**src/rtl/i2c_bt_pkg.sv**
```systemverilog
package i2c_bt_pkg;
    localparam int REG_W     = 32;
    localparam int BAUD_W    = 16;
    localparam int SETUP_W   = 16;
    localparam int SETUP_LSB = 16;
    localparam int SPEED_LSB = 4;
    localparam int SPEED_W   = 2;
    localparam int SPAN_W    = BAUD_W + 1;

    typedef enum logic [SPEED_W-1:0] {
        SPD_STD   = 2'd0,
        SPD_FAST  = 2'd1,
        SPD_FPLUS = 2'd2,
        SPD_HIGH  = 2'd3
    } speed_e;

    typedef enum logic [1:0] {
        PH_IDLE = 2'd0,
        PH_LOW  = 2'd1,
        PH_HIGH = 2'd2
    } phase_e;

    typedef struct packed {
        logic [BAUD_W-1:0]  count;
        logic [SETUP_W-1:0] settle;
        speed_e             speed;
    } tcfg_t;

    // Low phase length in cycles: one unit for standard, two otherwise.
    function automatic logic [SPAN_W-1:0] low_span(logic [BAUD_W-1:0] n, speed_e sp);
        return (sp == SPD_STD) ? {1'b0, n} : {n, 1'b0};
    endfunction
endpackage

```
**src/rtl/i2c_bt_cfg_decode.sv**
```systemverilog
module i2c_bt_cfg_decode
    import i2c_bt_pkg::*;
(
    input  logic [REG_W-1:0] baud_reg,
    input  logic [REG_W-1:0] ctrl_reg,
    input  logic [REG_W-1:0] setup_reg,
    output tcfg_t            cfg
);
    always_comb begin
        cfg.count  = baud_reg[BAUD_W-1:0];
        cfg.settle = setup_reg[SETUP_LSB +: SETUP_W];
        cfg.speed  = speed_e'(ctrl_reg[SPEED_LSB +: SPEED_W]);
    end

    // Fields without a function in this block.
    logic unused_bits;
    assign unused_bits = ^{baud_reg[REG_W-1:BAUD_W],
                           ctrl_reg[REG_W-1:SPEED_LSB+SPEED_W],
                           ctrl_reg[SPEED_LSB-1:0],
                           setup_reg[SETUP_LSB-1:0]};
endmodule

```
**src/rtl/i2c_bt_settle_timer.sv**
```systemverilog
module i2c_bt_settle_timer
    import i2c_bt_pkg::*;
(
    input  logic               clk,
    input  logic               rst,
    input  logic               clear,
    input  logic               restart,
    input  logic               run,
    input  logic [SETUP_W-1:0] load_val,
    output logic               expired
);
    localparam logic [SETUP_W-1:0] ONE = SETUP_W'(1);

    logic [SETUP_W-1:0] cnt;
    logic               armed;

    always_ff @(posedge clk) begin
        if (rst || clear) begin
            cnt   <= '0;
            armed <= 1'b0;
        end else if (restart) begin
            cnt   <= load_val;
            armed <= 1'b1;
        end else if (run && armed && cnt != '0) begin
            cnt <= cnt - ONE;
        end
    end

    assign expired = armed && run && !restart && (cnt == '0);
endmodule

```
**src/rtl/i2c_bt_phase_ctrl.sv**
```systemverilog
module i2c_bt_phase_ctrl
    import i2c_bt_pkg::*;
(
    input  logic  clk,
    input  logic  rst,
    input  tcfg_t cfg,
    input  logic  bit_req,
    input  logic  scl_in,
    input  logic  tmr_expired,
    output logic  tmr_clear,
    output logic  tmr_restart,
    output logic  tmr_run,
    output logic  scl_low,
    output logic  chg_stb,
    output logic  smp_stb
);
    localparam logic [SPAN_W-1:0] ONE = SPAN_W'(1);

    phase_e            state;
    logic [SPAN_W-1:0] cnt;
    logic [BAUD_W-1:0] n_q;
    logic              seen_high;
    logic              sampled;
    logic              chg_q;
    logic              smp_q;

    logic              start_bit;
    logic              in_high;
    logic              take_sample;
    logic              high_end;
    logic [SPAN_W-1:0] launch_cnt;
    logic [SPAN_W-1:0] reload_cnt;

    always_comb begin
        start_bit   = bit_req && (cfg.count != '0);
        in_high     = (state == PH_HIGH);
        take_sample = in_high && scl_in && seen_high && tmr_expired && !sampled;
        high_end    = in_high && scl_in && (cnt == '0) && sampled;
        launch_cnt  = low_span(cfg.count, cfg.speed) - ONE;
        reload_cnt  = {1'b0, n_q} - ONE;
        tmr_clear   = !in_high;
        tmr_run     = in_high && scl_in;
        tmr_restart = in_high && scl_in && !seen_high;
    end

    always_ff @(posedge clk) begin
        if (rst) begin
            state     <= PH_IDLE;
            cnt       <= '0;
            n_q       <= '0;
            seen_high <= 1'b0;
            sampled   <= 1'b0;
            chg_q     <= 1'b0;
            smp_q     <= 1'b0;
        end else begin
            chg_q <= 1'b0;
            smp_q <= take_sample;
            case (state)
                PH_IDLE: begin
                    if (start_bit) begin
                        state <= PH_LOW;
                        n_q   <= cfg.count;
                        cnt   <= launch_cnt;
                        chg_q <= 1'b1;
                    end
                end
                PH_LOW: begin
                    if (cnt == '0) begin
                        state     <= PH_HIGH;
                        cnt       <= reload_cnt;
                        seen_high <= 1'b0;
                        sampled   <= 1'b0;
                    end else begin
                        cnt <= cnt - ONE;
                    end
                end
                PH_HIGH: begin
                    if (!scl_in) begin
                        cnt       <= reload_cnt;
                        seen_high <= 1'b0;
                    end else begin
                        seen_high <= 1'b1;
                        if (take_sample) sampled <= 1'b1;
                        if (high_end) begin
                            if (start_bit) begin
                                state <= PH_LOW;
                                n_q   <= cfg.count;
                                cnt   <= launch_cnt;
                                chg_q <= 1'b1;
                            end else begin
                                state <= PH_IDLE;
                            end
                        end else if (cnt != '0) begin
                            cnt <= cnt - ONE;
                        end
                    end
                end
                default: state <= PH_IDLE;
            endcase
        end
    end

    assign scl_low = (state == PH_LOW);
    assign chg_stb = chg_q;
    assign smp_stb = smp_q;
endmodule

```
**src/rtl/i2c_bit_timer.sv**
```systemverilog
module i2c_bit_timer
    import i2c_bt_pkg::*;
(
    input  logic             clk,
    input  logic             rst,
    input  logic [REG_W-1:0] baud_reg,
    input  logic [REG_W-1:0] ctrl_reg,
    input  logic [REG_W-1:0] setup_reg,
    input  logic             bit_req,
    input  logic             scl_in,
    output logic             scl_low,
    output logic             chg_stb,
    output logic             smp_stb
);
    tcfg_t cfg;
    logic  tmr_clear;
    logic  tmr_restart;
    logic  tmr_run;
    logic  tmr_expired;

    i2c_bt_cfg_decode u_decode (
        .baud_reg  (baud_reg),
        .ctrl_reg  (ctrl_reg),
        .setup_reg (setup_reg),
        .cfg       (cfg)
    );

    i2c_bt_settle_timer u_settle (
        .clk      (clk),
        .rst      (rst),
        .clear    (tmr_clear),
        .restart  (tmr_restart),
        .run      (tmr_run),
        .load_val (cfg.settle),
        .expired  (tmr_expired)
    );

    i2c_bt_phase_ctrl u_phase (
        .clk         (clk),
        .rst         (rst),
        .cfg         (cfg),
        .bit_req     (bit_req),
        .scl_in      (scl_in),
        .tmr_expired (tmr_expired),
        .tmr_clear   (tmr_clear),
        .tmr_restart (tmr_restart),
        .tmr_run     (tmr_run),
        .scl_low     (scl_low),
        .chg_stb     (chg_stb),
        .smp_stb     (smp_stb)
    );
endmodule

```
**config.mk**
```make
export PLATFORM = sky130hd
export DESIGN_NAME = i2c_bit_timer
export DESIGN_NICKNAME = d
export VERILOG_FILES = /design/src/rtl/i2c_bt_pkg.sv /design/src/rtl/i2c_bt_cfg_decode.sv /design/src/rtl/i2c_bt_settle_timer.sv /design/src/rtl/i2c_bt_phase_ctrl.sv /design/src/rtl/i2c_bit_timer.sv
export SDC_FILE = /design/constraint.sdc
export NUM_CORES = 1
export LEC_CHECK = 0
export ABC_AREA = 1
export BUFFER_PORTS_ARGS = -buffer_cell sky130_fd_sc_hd__buf_4
export CAP_MARGIN = 20
export CORE_MARGIN = 5
export CORE_UTILIZATION = 41
export CTS_BUF_LIST = sky130_fd_sc_hd__clkbuf_4
export CTS_CLUSTER_SIZE = 30
export DETAILED_ROUTE_END_ITERATION = 6
export PLACE_DENSITY = 0.74
export SYNTH_ARGS = -nofsm -noshare
export SYNTH_HDL_FRONTEND = slang
export SYNTH_SLANG_ARGS = --single-unit
```
**constraint.sdc**
```tcl
create_clock -name clk -period 5.5 [get_ports clk]
set_input_delay 1.65 -clock clk [delete_from_list [all_inputs] [get_ports clk]]
set_output_delay 1.65 -clock clk [all_outputs]
set_load 0.005 [all_outputs]
```
==> flow_metrics.env <==
export IMPL_outcome="finished, final reports clean"
export IMPL_drc=0
export IMPL_fp_dieW_um=114
export IMPL_drv_cap=0
export IMPL_ys_seq_elements=56
export IMPL_grt_pass1_wl_mm=19.5
export IMPL_topRoutingLayerUsed="met4"
export IMPL_finalHoldViolations=0
export IMPL_cts_resized=0
export IMPL_first_iter_violations=281
export IMPL_finalSetupTns_ns=0
export IMPL_yosysWarningCount=0
export IMPL_slew_viol_final=0
export IMPL_yosys_area_top_type="dfxtp_1"
export IMPL_p_leak_nw=2.15
export IMPL_boundaryPins=103
export IMPL_antenna_left=0
export IMPL_first_pass_iters=5
export IMPL_crit_required_ns=5.82
export IMPL_crit_type="in -> reg"
export IMPL_clkPwrFrac_pct=9.9
export IMPL_p_int_w=0.000998
export IMPL_syn_area_sq_um=4470
export IMPL_final_cell_mix="nand2_1, inv_1, nor2_1"
export IMPL_cts_buffers=5
export IMPL_synth_top_area_share_pct=25.1
export IMPL_grt_usage_pct=18.2
export IMPL_ys_seq_area_share_pct=25.1
export IMPL_totalWireLength_mm=11.7
export IMPL_vias_per_cell=5.22
export IMPL_rows=38
export IMPL_cts_buffer_depth=2
export IMPL_power_w=0.00208
export IMPL_switching_share_pct=52.0
export IMPL_critPathLaunchType="input pin"
export IMPL_dpl_hpwl_mm=8.80
export IMPL_dieArea_sq_um=13100
export IMPL_area_growth_pct=8.81
export IMPL_post_cts_setup_buffers=0
export IMPL_utilization_pct=45.3
export IMPL_final_layout_size_suffix_gt1_share_pct=12.9
export IMPL_grt_pass1_vias=4181
export IMPL_start_util_pct=41.6
export IMPL_fmax_mhz=270
export IMPL_antenna_found_initial=0
export IMPL_synth_area_per_cell_sq_um=6.19
export IMPL_worst_slew_pin_transition_ns=0.894
export IMPL_wl_met1_mm=5.39
export IMPL_cts_tree="yes"
export IMPL_vias=4621
export IMPL_grt_max_degree=34
export IMPL_hold_path_class="reg -> reg"
export IMPL_worstHoldStart="u_settle.armed$_SDFFE_PP0P_"
export IMPL_htreeDepth=2
export IMPL_combPwrFrac_pct=60.0
export IMPL_hold_buffers=0
export IMPL_synth_distinct_cells=43
export IMPL_fin_skew_ns=0.0166
export IMPL_cts_sinks=56
export IMPL_met2WireLength_mm=5.49
export IMPL_power_switching_w=0.00108
export IMPL_netlist_instances=722
export IMPL_fp_dieH_um=114
export IMPL_setup_viol=0
export IMPL_core_area_sq_um=10700
export IMPL_maxSlewHeadroom_pct=40.3
export IMPL_clk_latency_ns=0.43
export IMPL_period_needed_ns=3.70
export IMPL_cp_end_kind="register"
export IMPL_root_buffer="clkbuf_4"
export IMPL_power_density_nw_per_um2=427
export IMPL_cts_clk_slew_worst_paths_ns=0.18
export IMPL_num_antenna_cells=0
export IMPL_avgRoutedWirePerCell_um=13.2
export IMPL_dr_wl_met3_um=568
export IMPL_cp_arrival_ns=4.02
export IMPL_rr_startpoint="u_phase.state[0]$_SDFFE_PP0P_"
export IMPL_synth_area_leaders="dfxtp_1, nand2_1, o21ai_0"
export IMPL_rsz0062_at_grt="false"
export IMPL_portBuffers=40
export IMPL_cp_max_fo=32
export IMPL_pwr_share_seq_pct=30.1
export IMPL_syn_nets=832
export IMPL_final_common_cell="nand2_1"
export IMPL_overflow=0
export IMPL_place_gp_congestion=0.840
export IMPL_startpoint="baud_reg[13]"
export IMPL_ir_drop_uv=194
export IMPL_fin_nets=855
export IMPL_min_period_over_period_pct=67.3
-- sequential cells by signal, indices dropped and copies added, names as in the netlist --
signal and flops:
u_phase.cnt 17, u_settle.armed 1, u_settle.cnt 16, u_phase.seen_high 1, u_phase.state 2, u_phase.n_q 16, u_phase.chg_stb 1, u_phase.smp_stb 1
u_phase.sampled 1
-- cell type report --
cell class / instances / area [sq um]
Fill cell: 1169 / 5880
Multi-Input combinational cell: 549 / 2860
Sequential cell: 56 / 1120
Inverter: 93 / 352
Timing Repair Buffer: 40 / 300
Tap cell: 140 / 175
Clock buffer: 6 / 45.0
Clock inverter: 2 / 16.3
-- routing by layer --
layer | vias up | global-route usage (%)
met1 | 2084 | 23.6
met3 | 18 | 3.22
li1 | 2417 | -
met5 | - | 0
met2 | 102 | 30.4
met4 | 0 | 6.41
-- synthesized netlist by cell type, drive strengths merged --
library cell and number:
a311oi 2, o21bai 2, o311a 1, a21oi 66
a31oi 5, o21ai 90, inv 93, xnor2 4
o22ai 1, a211oi 2, nand3 52, and3 1
nor3 8, ha 10, nand4 12, nand2 167
xor2 24, or2 5, o31ai 3, nor4 2
nor2 84, o211ai 6, nand3b 1, a21boi 1
clkbuf 9, buf 15, dfxtp 56
-- critical path, cell delays in order --
cell and delay, ns:
buf_4 0.11, inv_1 0.06, nand4_1 0.12, nor2_1 0.07, nand2_1 0.06, nand2_1 0.42
inv_2 0.51, nand3_2 0.57, o21ai_0 0.38, a21oi_1 0.06
-- path summary, 6_finish.rpt --
path                                                      to  cells past startpoint  slack, ns
worst max-delay path             u_phase.n_q[8]$_SDFFE_PP0P_                     10       1.80
worst min-delay path             u_settle.armed$_SDFFE_PP0P_                      2       0.48
worst max register to register  u_settle.cnt[2]$_SDFFE_PP0P_                      9       2.75
worst min register to register   u_settle.armed$_SDFFE_PP0P_                      2       0.48
-- metrics by stage --
stage	hold slack, ns	instances	setup WS (ns)	cell area, sq um
after floorplan	0.436	722	2.27	4470
final	0.481	886	1.80	4870
after detailed placement	0.463	878	1.41	4800
after global placement	0.453	878	1.39	4800
after global routing	0.514	886	1.57	4870
after CTS	0.485	886	1.89	4870
-- kinds of logic (layout without fill, tap and decap cells) --
logic type                 count (synthesis)  after routing  synth area share, %
xor gates and xnor gates                  28             28                 5.48
buffers and inverters                    117            141                 11.1
AOI/OAI and AO/OA                        179            179                 22.3
adders and majority gates                 10             10                 2.80
DFF                                       56             56                 25.1
and+or+nand+nor                          332            332                 33.3
-- power groups by stage --
| stage | Clock (W) | Combinational [W] | Sequential, W |
|---|---|---|---|
| floorplan | 0 | 0.000979 | 0.000604 |
| global placement | 0 | 0.00122 | 0.000630 |
| detailed placement | 0 | 0.00123 | 0.000632 |
| CTS | 0.000214 | 0.00124 | 0.000623 |
| global route | 0.000228 | 0.00142 | 0.000642 |
| finish | 0.000206 | 0.00125 | 0.000626 |
Power figures use the tool's default switching activity.
